`config.mk`:
```
export PLATFORM = sky130hd
export DESIGN_NAME = hcu_top
export DESIGN_NICKNAME = d
export VERILOG_FILES = /design/src/rtl/hcu_pkg.sv /design/src/rtl/hcu_cmd_decode.sv /design/src/rtl/hcu_byte_fifo.sv /design/src/rtl/hcu_cause_latch.sv /design/src/rtl/hcu_top.sv
export SDC_FILE = /design/constraint.sdc
export NUM_CORES = 1
export LEC_CHECK = 0
export ABC_AREA = 1
export ABC_CLOCK_PERIOD_IN_PS = 2700
export BUFFER_PORTS_ARGS = -buffer_cell sky130_fd_sc_hd__buf_2
export CAP_MARGIN = 0
export CORE_ASPECT_RATIO = 1.1
export CORE_MARGIN = 4
export CORE_UTILIZATION = 30
export CTS_BUF_LIST = sky130_fd_sc_hd__clkbuf_8
export DETAILED_ROUTE_END_ITERATION = 7
export SLEW_MARGIN = 20
export SYNTH_ARGS = -nofsm -noshare
export SYNTH_HDL_FRONTEND = slang
export SYNTH_HIERARCHICAL = 1
export SYNTH_SLANG_ARGS = --single-unit
export TNS_END_PERCENT = 20
```
`constraint.sdc`:
```
create_clock -name clk -period 2.7 [get_ports clk]
set_input_delay 0 -clock clk [delete_from_list [all_inputs] [get_ports clk]]
set_output_delay 0 -clock clk [all_outputs]
set_load 0.01 [all_outputs]
```
`src/rtl/hcu_pkg.sv`:
```
package hcu_pkg;

    typedef enum logic [1:0] {
        RA_FIFO     = 2'd0,
        RA_CMD_STAT = 2'd1,
        RA_INTR     = 2'd2,
        RA_COUNT    = 2'd3
    } reg_addr_e;

    typedef enum logic [2:0] {
        CK_NOP,
        CK_FLUSH,
        CK_CHIPRST,
        CK_ENGINE,
        CK_BAD
    } cmd_kind_e;

    // latched interrupt and error causes
    typedef struct packed {
        logic bus_rst;
        logic bad_cmd;
        logic disconn;
        logic svc_req;
        logic parity;
        logic gross;
    } cause_t;

    localparam int unsigned CAUSE_W = $bits(cause_t);

    function automatic cmd_kind_e classify(input logic [6:0] op);
        case (op)
            7'h00:   return CK_NOP;
            7'h01:   return CK_FLUSH;
            7'h02:   return CK_CHIPRST;
            7'h03, 7'h10, 7'h11, 7'h12,
            7'h1A, 7'h1B, 7'h41: return CK_ENGINE;
            default: return CK_BAD;
        endcase
    endfunction

endpackage

```
`src/rtl/hcu_cmd_decode.sv`:
```
module hcu_cmd_decode
    import hcu_pkg::*;
(
    input  logic       clk,
    input  logic       rst,
    input  logic       wr_cmd,
    input  logic [7:0] cmd_byte,
    output logic       flush_o,
    output logic       chiprst_o,
    output logic       bad_o,
    output logic       recov_o,
    output logic       pulse_o,
    output logic [6:0] code_o,
    output logic       dma_o
);
    cmd_kind_e kind;
    logic      accept;
    logic      recov_q;

    assign kind      = classify(cmd_byte[6:0]);
    assign accept    = wr_cmd && (!recov_q || kind == CK_NOP);
    assign flush_o   = accept && kind == CK_FLUSH;
    assign chiprst_o = accept && kind == CK_CHIPRST;
    assign bad_o     = accept && kind == CK_BAD;
    assign recov_o   = recov_q;

    always_ff @(posedge clk) begin
        if (rst) begin
            recov_q <= 1'b0;
            pulse_o <= 1'b0;
            code_o  <= '0;
            dma_o   <= 1'b0;
        end else begin
            if (chiprst_o)
                recov_q <= 1'b1;
            else if (accept && kind == CK_NOP)
                recov_q <= 1'b0;
            pulse_o <= accept && kind == CK_ENGINE;
            if (accept && kind == CK_ENGINE) begin
                code_o <= cmd_byte[6:0];
                dma_o  <= cmd_byte[7];
            end
        end
    end
endmodule

```
`src/rtl/hcu_byte_fifo.sv`:
```
module hcu_byte_fifo #(
    parameter int unsigned DEPTH = 16,
    parameter int unsigned W     = 8,
    localparam int unsigned AW   = (DEPTH > 1) ? $clog2(DEPTH) : 1,
    localparam int unsigned CW   = $clog2(DEPTH + 1)
) (
    input  logic          clk,
    input  logic          rst,
    input  logic          flush,
    input  logic          push,
    input  logic [W-1:0]  wdata,
    input  logic          pop,
    output logic [W-1:0]  head,
    output logic [CW-1:0] count
);
    logic [W-1:0]  mem [DEPTH];
    logic [AW-1:0] wr_ptr, rd_ptr;
    logic          do_push, do_pop, full, empty;

    assign full    = count == CW'(DEPTH);
    assign empty   = count == '0;
    assign do_push = push && !full;
    assign do_pop  = pop && !empty;
    assign head    = empty ? '0 : mem[rd_ptr];

    function automatic logic [AW-1:0] bump(input logic [AW-1:0] p);
        return (p == AW'(DEPTH - 1)) ? '0 : p + 1'b1;
    endfunction

    always_ff @(posedge clk) begin
        if (do_push && !flush) mem[wr_ptr] <= wdata;
    end

    always_ff @(posedge clk) begin
        if (rst || flush) begin
            wr_ptr <= '0;
            rd_ptr <= '0;
            count  <= '0;
        end else begin
            if (do_push) wr_ptr <= bump(wr_ptr);
            if (do_pop)  rd_ptr <= bump(rd_ptr);
            count <= count + CW'(do_push) - CW'(do_pop);
        end
    end
endmodule

```
`src/rtl/hcu_cause_latch.sv`:
```
module hcu_cause_latch #(
    parameter int unsigned N = 6
) (
    input  logic         clk,
    input  logic         rst,
    input  logic [N-1:0] set_i,
    input  logic         clr_i,
    output logic [N-1:0] q
);
    for (genvar b = 0; b < N; b++) begin : g_bit
        always_ff @(posedge clk) begin
            if (rst)
                q[b] <= 1'b0;
            else
                q[b] <= set_i[b] || (q[b] && !clr_i);
        end
    end
endmodule

```
`src/rtl/hcu_top.sv`:
```
module hcu_top
    import hcu_pkg::*;
#(
    parameter int unsigned FIFO_DEPTH = 16,
    localparam int unsigned CW = $clog2(FIFO_DEPTH + 1)
) (
    input  logic       clk,
    input  logic       rst,
    input  logic       host_wr,
    input  logic       host_rd,
    input  logic [1:0] host_addr,
    input  logic [7:0] host_wdata,
    output logic [7:0] host_rdata,
    output logic       irq,
    input  logic [2:0] eng_phase,
    input  logic       eng_bus_reset,
    input  logic       eng_disconnect,
    input  logic       eng_service_req,
    input  logic       eng_parity_err,
    input  logic       eng_gross_err,
    input  logic       eng_pop,
    output logic [7:0] eng_head,
    output logic       eng_cmd_valid,
    output logic [6:0] eng_cmd_code,
    output logic       eng_cmd_dma
);
    logic          flush, chiprst, bad_cmd, recov;
    logic [2:0]    phase_q;
    logic [CW-1:0] count;
    cause_t        set_c, held;
    logic [7:0]    stat_reg, intr_reg;

    hcu_cmd_decode u_dec (
        .clk(clk), .rst(rst),
        .wr_cmd(host_wr && host_addr == RA_CMD_STAT),
        .cmd_byte(host_wdata),
        .flush_o(flush), .chiprst_o(chiprst), .bad_o(bad_cmd), .recov_o(recov),
        .pulse_o(eng_cmd_valid), .code_o(eng_cmd_code), .dma_o(eng_cmd_dma)
    );

    hcu_byte_fifo #(.DEPTH(FIFO_DEPTH), .W(8)) u_fifo (
        .clk(clk), .rst(rst),
        .flush(flush || chiprst),
        .push(host_wr && host_addr == RA_FIFO),
        .wdata(host_wdata),
        .pop(eng_pop || (host_rd && host_addr == RA_FIFO)),
        .head(eng_head),
        .count(count)
    );

    always_comb begin
        set_c.bus_rst = eng_bus_reset;
        set_c.bad_cmd = bad_cmd;
        set_c.disconn = eng_disconnect;
        set_c.svc_req = eng_service_req;
        set_c.parity  = eng_parity_err;
        set_c.gross   = eng_gross_err;
    end

    hcu_cause_latch #(.N(CAUSE_W)) u_causes (
        .clk(clk), .rst(rst),
        .set_i(set_c),
        .clr_i(chiprst || (host_rd && host_addr == RA_INTR)),
        .q(held)
    );

    always_ff @(posedge clk) begin
        if (rst) phase_q <= '0;
        else     phase_q <= eng_phase;
    end

    assign irq      = |held;
    assign stat_reg = {irq, held.gross, held.parity, 2'b00, phase_q};
    assign intr_reg = {held.bus_rst, held.bad_cmd, held.disconn, held.svc_req, 4'b0000};

    always_comb begin
        case (reg_addr_e'(host_addr))
            RA_FIFO:     host_rdata = eng_head;
            RA_CMD_STAT: host_rdata = stat_reg;
            RA_INTR:     host_rdata = intr_reg;
            default:     host_rdata = 8'(count);
        endcase
    end
endmodule

```
==> metrics.txt <==
Post-DP HPWL=12.1 mm; layout cell share with drive strength beyond 1=16.5%; Fin Clk Skew=12.0 ps; ANT cells=0; met2 Usage GRT=23.1%; min cycle time layout=2570 ps; CTS Buffer Depth=2; Clock H-tree levels=4; I/O pins=49; Placed Instances=1087; Fillers=2370; RSZ-0062 raised after global routing=no; design area=0.00861 sq mm; Area growth syn-to-layout=19.7%; vias per cell=4.65; initial DRC count=357; Clock Pin Slew Worst Setup and Hold Paths=80 ps; # DRC=0; max-slew violations=0; grt ovf=0; maxcap violations=0; Setup CP Type=reg -> out; worst hold start=host_wdata[6]; DRT Wirelength=18.0 mm; Max Clk Rate=389 MHz; status=complete, no violations; Worst-Skew Late Latency=460 ps; XOR/XNOR Fraction of Synth Area=0.243%; Clock Sinks=164; largest family of logic cells by synthesized area=simple AND/OR/NAND/NOR gates; Num CTS Buffers=17; multiplexer share of the synthesized area=0%; GRT Overall Usage=13.8%; Final Core Density=36.5%; std cell rows=59; GRT busiest layer=met2; WL/cell=15.7 microns; post-route ant nets=0; Port Buffers=48; final worst slack=132 ps; post-synthesis cell type count=31; via count=5330; Tcrit/Tclk final=95.1%; Worst Tran Pin Value=543 ps; worst hold path class=in -> reg; initial antenna violation count=0; complex-gate fraction of the synthesized area=2.85%; Peak supply drop=0.328 mV; CP Max Fanout=15; Yosys top cell area share=53.4%; drt pass-1 iters=7; vias in the first global route=5121; slowest CP cell=dfxtp_1; Syn. warnings=6; cell count after synthesis=726; CTS tree=done; met3 GRT Util=3.31%; largest net degree at the start of global routing=65; setup violators final=0; Buf/Inv on CP=4; chip height=170 microns; reg2reg start=u_fifo/count[2]; Die X=156 microns; Worst Path Required=2700 ps; PD cells=749 mW/mm^2; Worst setup EP type=output port; mapped cell area=0.00720 sq mm; Final Hold Fails=0; Leak Pwr=3.45 nW; Arr. time, crit path=2570 ps; setup TNS=0 ps; Crit path max-delay family=buffers and inverters; CTS root buf=clkbuf_8; #FFs+latches synth=164; Non-Filler Instances=1147; Setup WS pre-CTS=241 ps; Max-slew headroom=63.7%; Avg Cell Area, Syn=9.91 sq um; ranking of synthesized cells by area=edfxtp_1 53%, nand2_1 12%, dfxtp_1 10%; core area=0.0236 sq mm; Post-Syn Nets=761; Initial Util=30.5%; die area=0.0265 sq mm; first-pass GRT wire length=28.1 mm; nets=864; GRT met1 Usage=17.6%; register area share after synthesis=63.4%; Post-Synth Adder-Cell Area=2.19%; Synth Area in Simple Gates=25.6%; worst-path cell chain=clkinvlp_4 -> buf_12 -> buf_4 -> nand3_1 -> nand3_1 -> nand2_1 -> nand2_1 -> a21oi_1 -> nand2_1 -> nand3_1 -> buf_2; GPL Wtd Cong=0.873; Crit path largest cell delay=500 ps; biggest area consumer among synthesized cells=edfxtp_1; startpoint types=register; Placement Cell Area=0.00793 sq mm
timing repair:
action	in CTS	in global routing
pin swaps	0	0
gates cloned	0	1
hold endpoints to repair	50	1
resized for setup	0	4
setup buffers	0	2
setup endpoints to repair	3	9
hold buffers	24	1
cell type report:
class / count / area (sq um) / share of cell area (%)
clock buffer: 19 / 262 / 3.04
tap: 305 / 382 / 4.43
timing repair buffer: 107 / 808 / 9.38
timing repair inverter: 1 / 7.51 / 0.0871
multi-input combinational: 475 / 2230 / 25.9
sequential: 164 / 4570 / 53.0
inverter: 63 / 240 / 2.79
clock inverter: 13 / 120 / 1.39
cells in the final DEF (no fill, tap or decap), drive strengths merged, types with 2 or more instances in the layout:
cell,count
nand2,225
edfxtp,128
nand3,119
buf,82
inv,66
nor2,66
dfxtp,36
dlygate4sd3,25
a21oi,24
clkbuf,19
ha,11
o21ai,10
nor3,8
clkinvlp,6
nand4,4
clkinv,3
bufinv,2
xnor2,2
flip-flops by register name, indices dropped and copies added, names as in the netlist, named ones only:
| register | flops |
|---|---|
| u_fifo/count | 5 |
| u_dec/recov_o | 1 |
| u_dec/pulse_o | 1 |
| u_fifo/wr_ptr | 4 |
| u_causes/q | 6 |
| u_fifo/mem | 128 |
| phase_q | 3 |
| u_dec/code_o | 7 |
| u_fifo/rd_ptr | 4 |
| u_dec/dma_o | 1 |
worst paths after layout:
kind                      end  cells past startpoint  slack (ps)
max             host_rdata[2]                     11         130
min          u_fifo/mem[9][6]                      2          40
max reg2reg   u_fifo/count[4]                     12         250
min reg2reg   u_dec/code_o[5]                      2         450
cell families (layout without fill, tap and decap cells):
| kind of cell | after synthesis | in the layout |
|---|---|---|
| flops | 164 | 164 |
| xor+xnor | 2 | 2 |
| compound gates | 37 | 37 |
| buf+inv | 87 | 203 |
| fa+ha+maj | 12 | 12 |
| simple gates | 424 | 424 |
layer usage:
metal / share of wire (%) / vias up
met5: 0 / -
met4: 1.6 / 0
met3: 5.8 / 23
met2: 49 / 148
met1: 43 / 2528
li1: - / 2631
power by group:
| part | leakage [nW] | switching (mW) | total, mW | internal (mW) |
|---|---|---|---|---|
| Clock | 0.198 | 0.878 | 1.73 | 0.851 |
| Combinational | 1.81 | 1.23 | 1.87 | 0.641 |
| Sequential | 1.45 | 0.0629 | 2.85 | 2.79 |
| Total | 3.45 | 2.17 | 6.46 | 4.28 |
synthesized netlist by cell type, drive strengths merged:
cell type / count
a21o: 1
a21oi: 24
a22o: 1
buf: 22
clkbuf: 2
dfxtp: 36
edfxtp: 128
fa: 1
ha: 11
inv: 63
nand2: 225
nand3: 119
nand3b: 1
nand4: 4
nor2: 66
nor3: 8
o21ai: 10
o21bai: 1
or2: 1
xnor2: 2
per-stage QoR:
step	hold slack [ps]	total power [mW]
finish	35.2	6.46
detailed placement	211	4.68
floorplan	62.4	4.05
CTS	7.67	6.41
global placement	208	4.66
global route	20.1	6.84
Note: power is estimated with default switching activity, not from simulation.
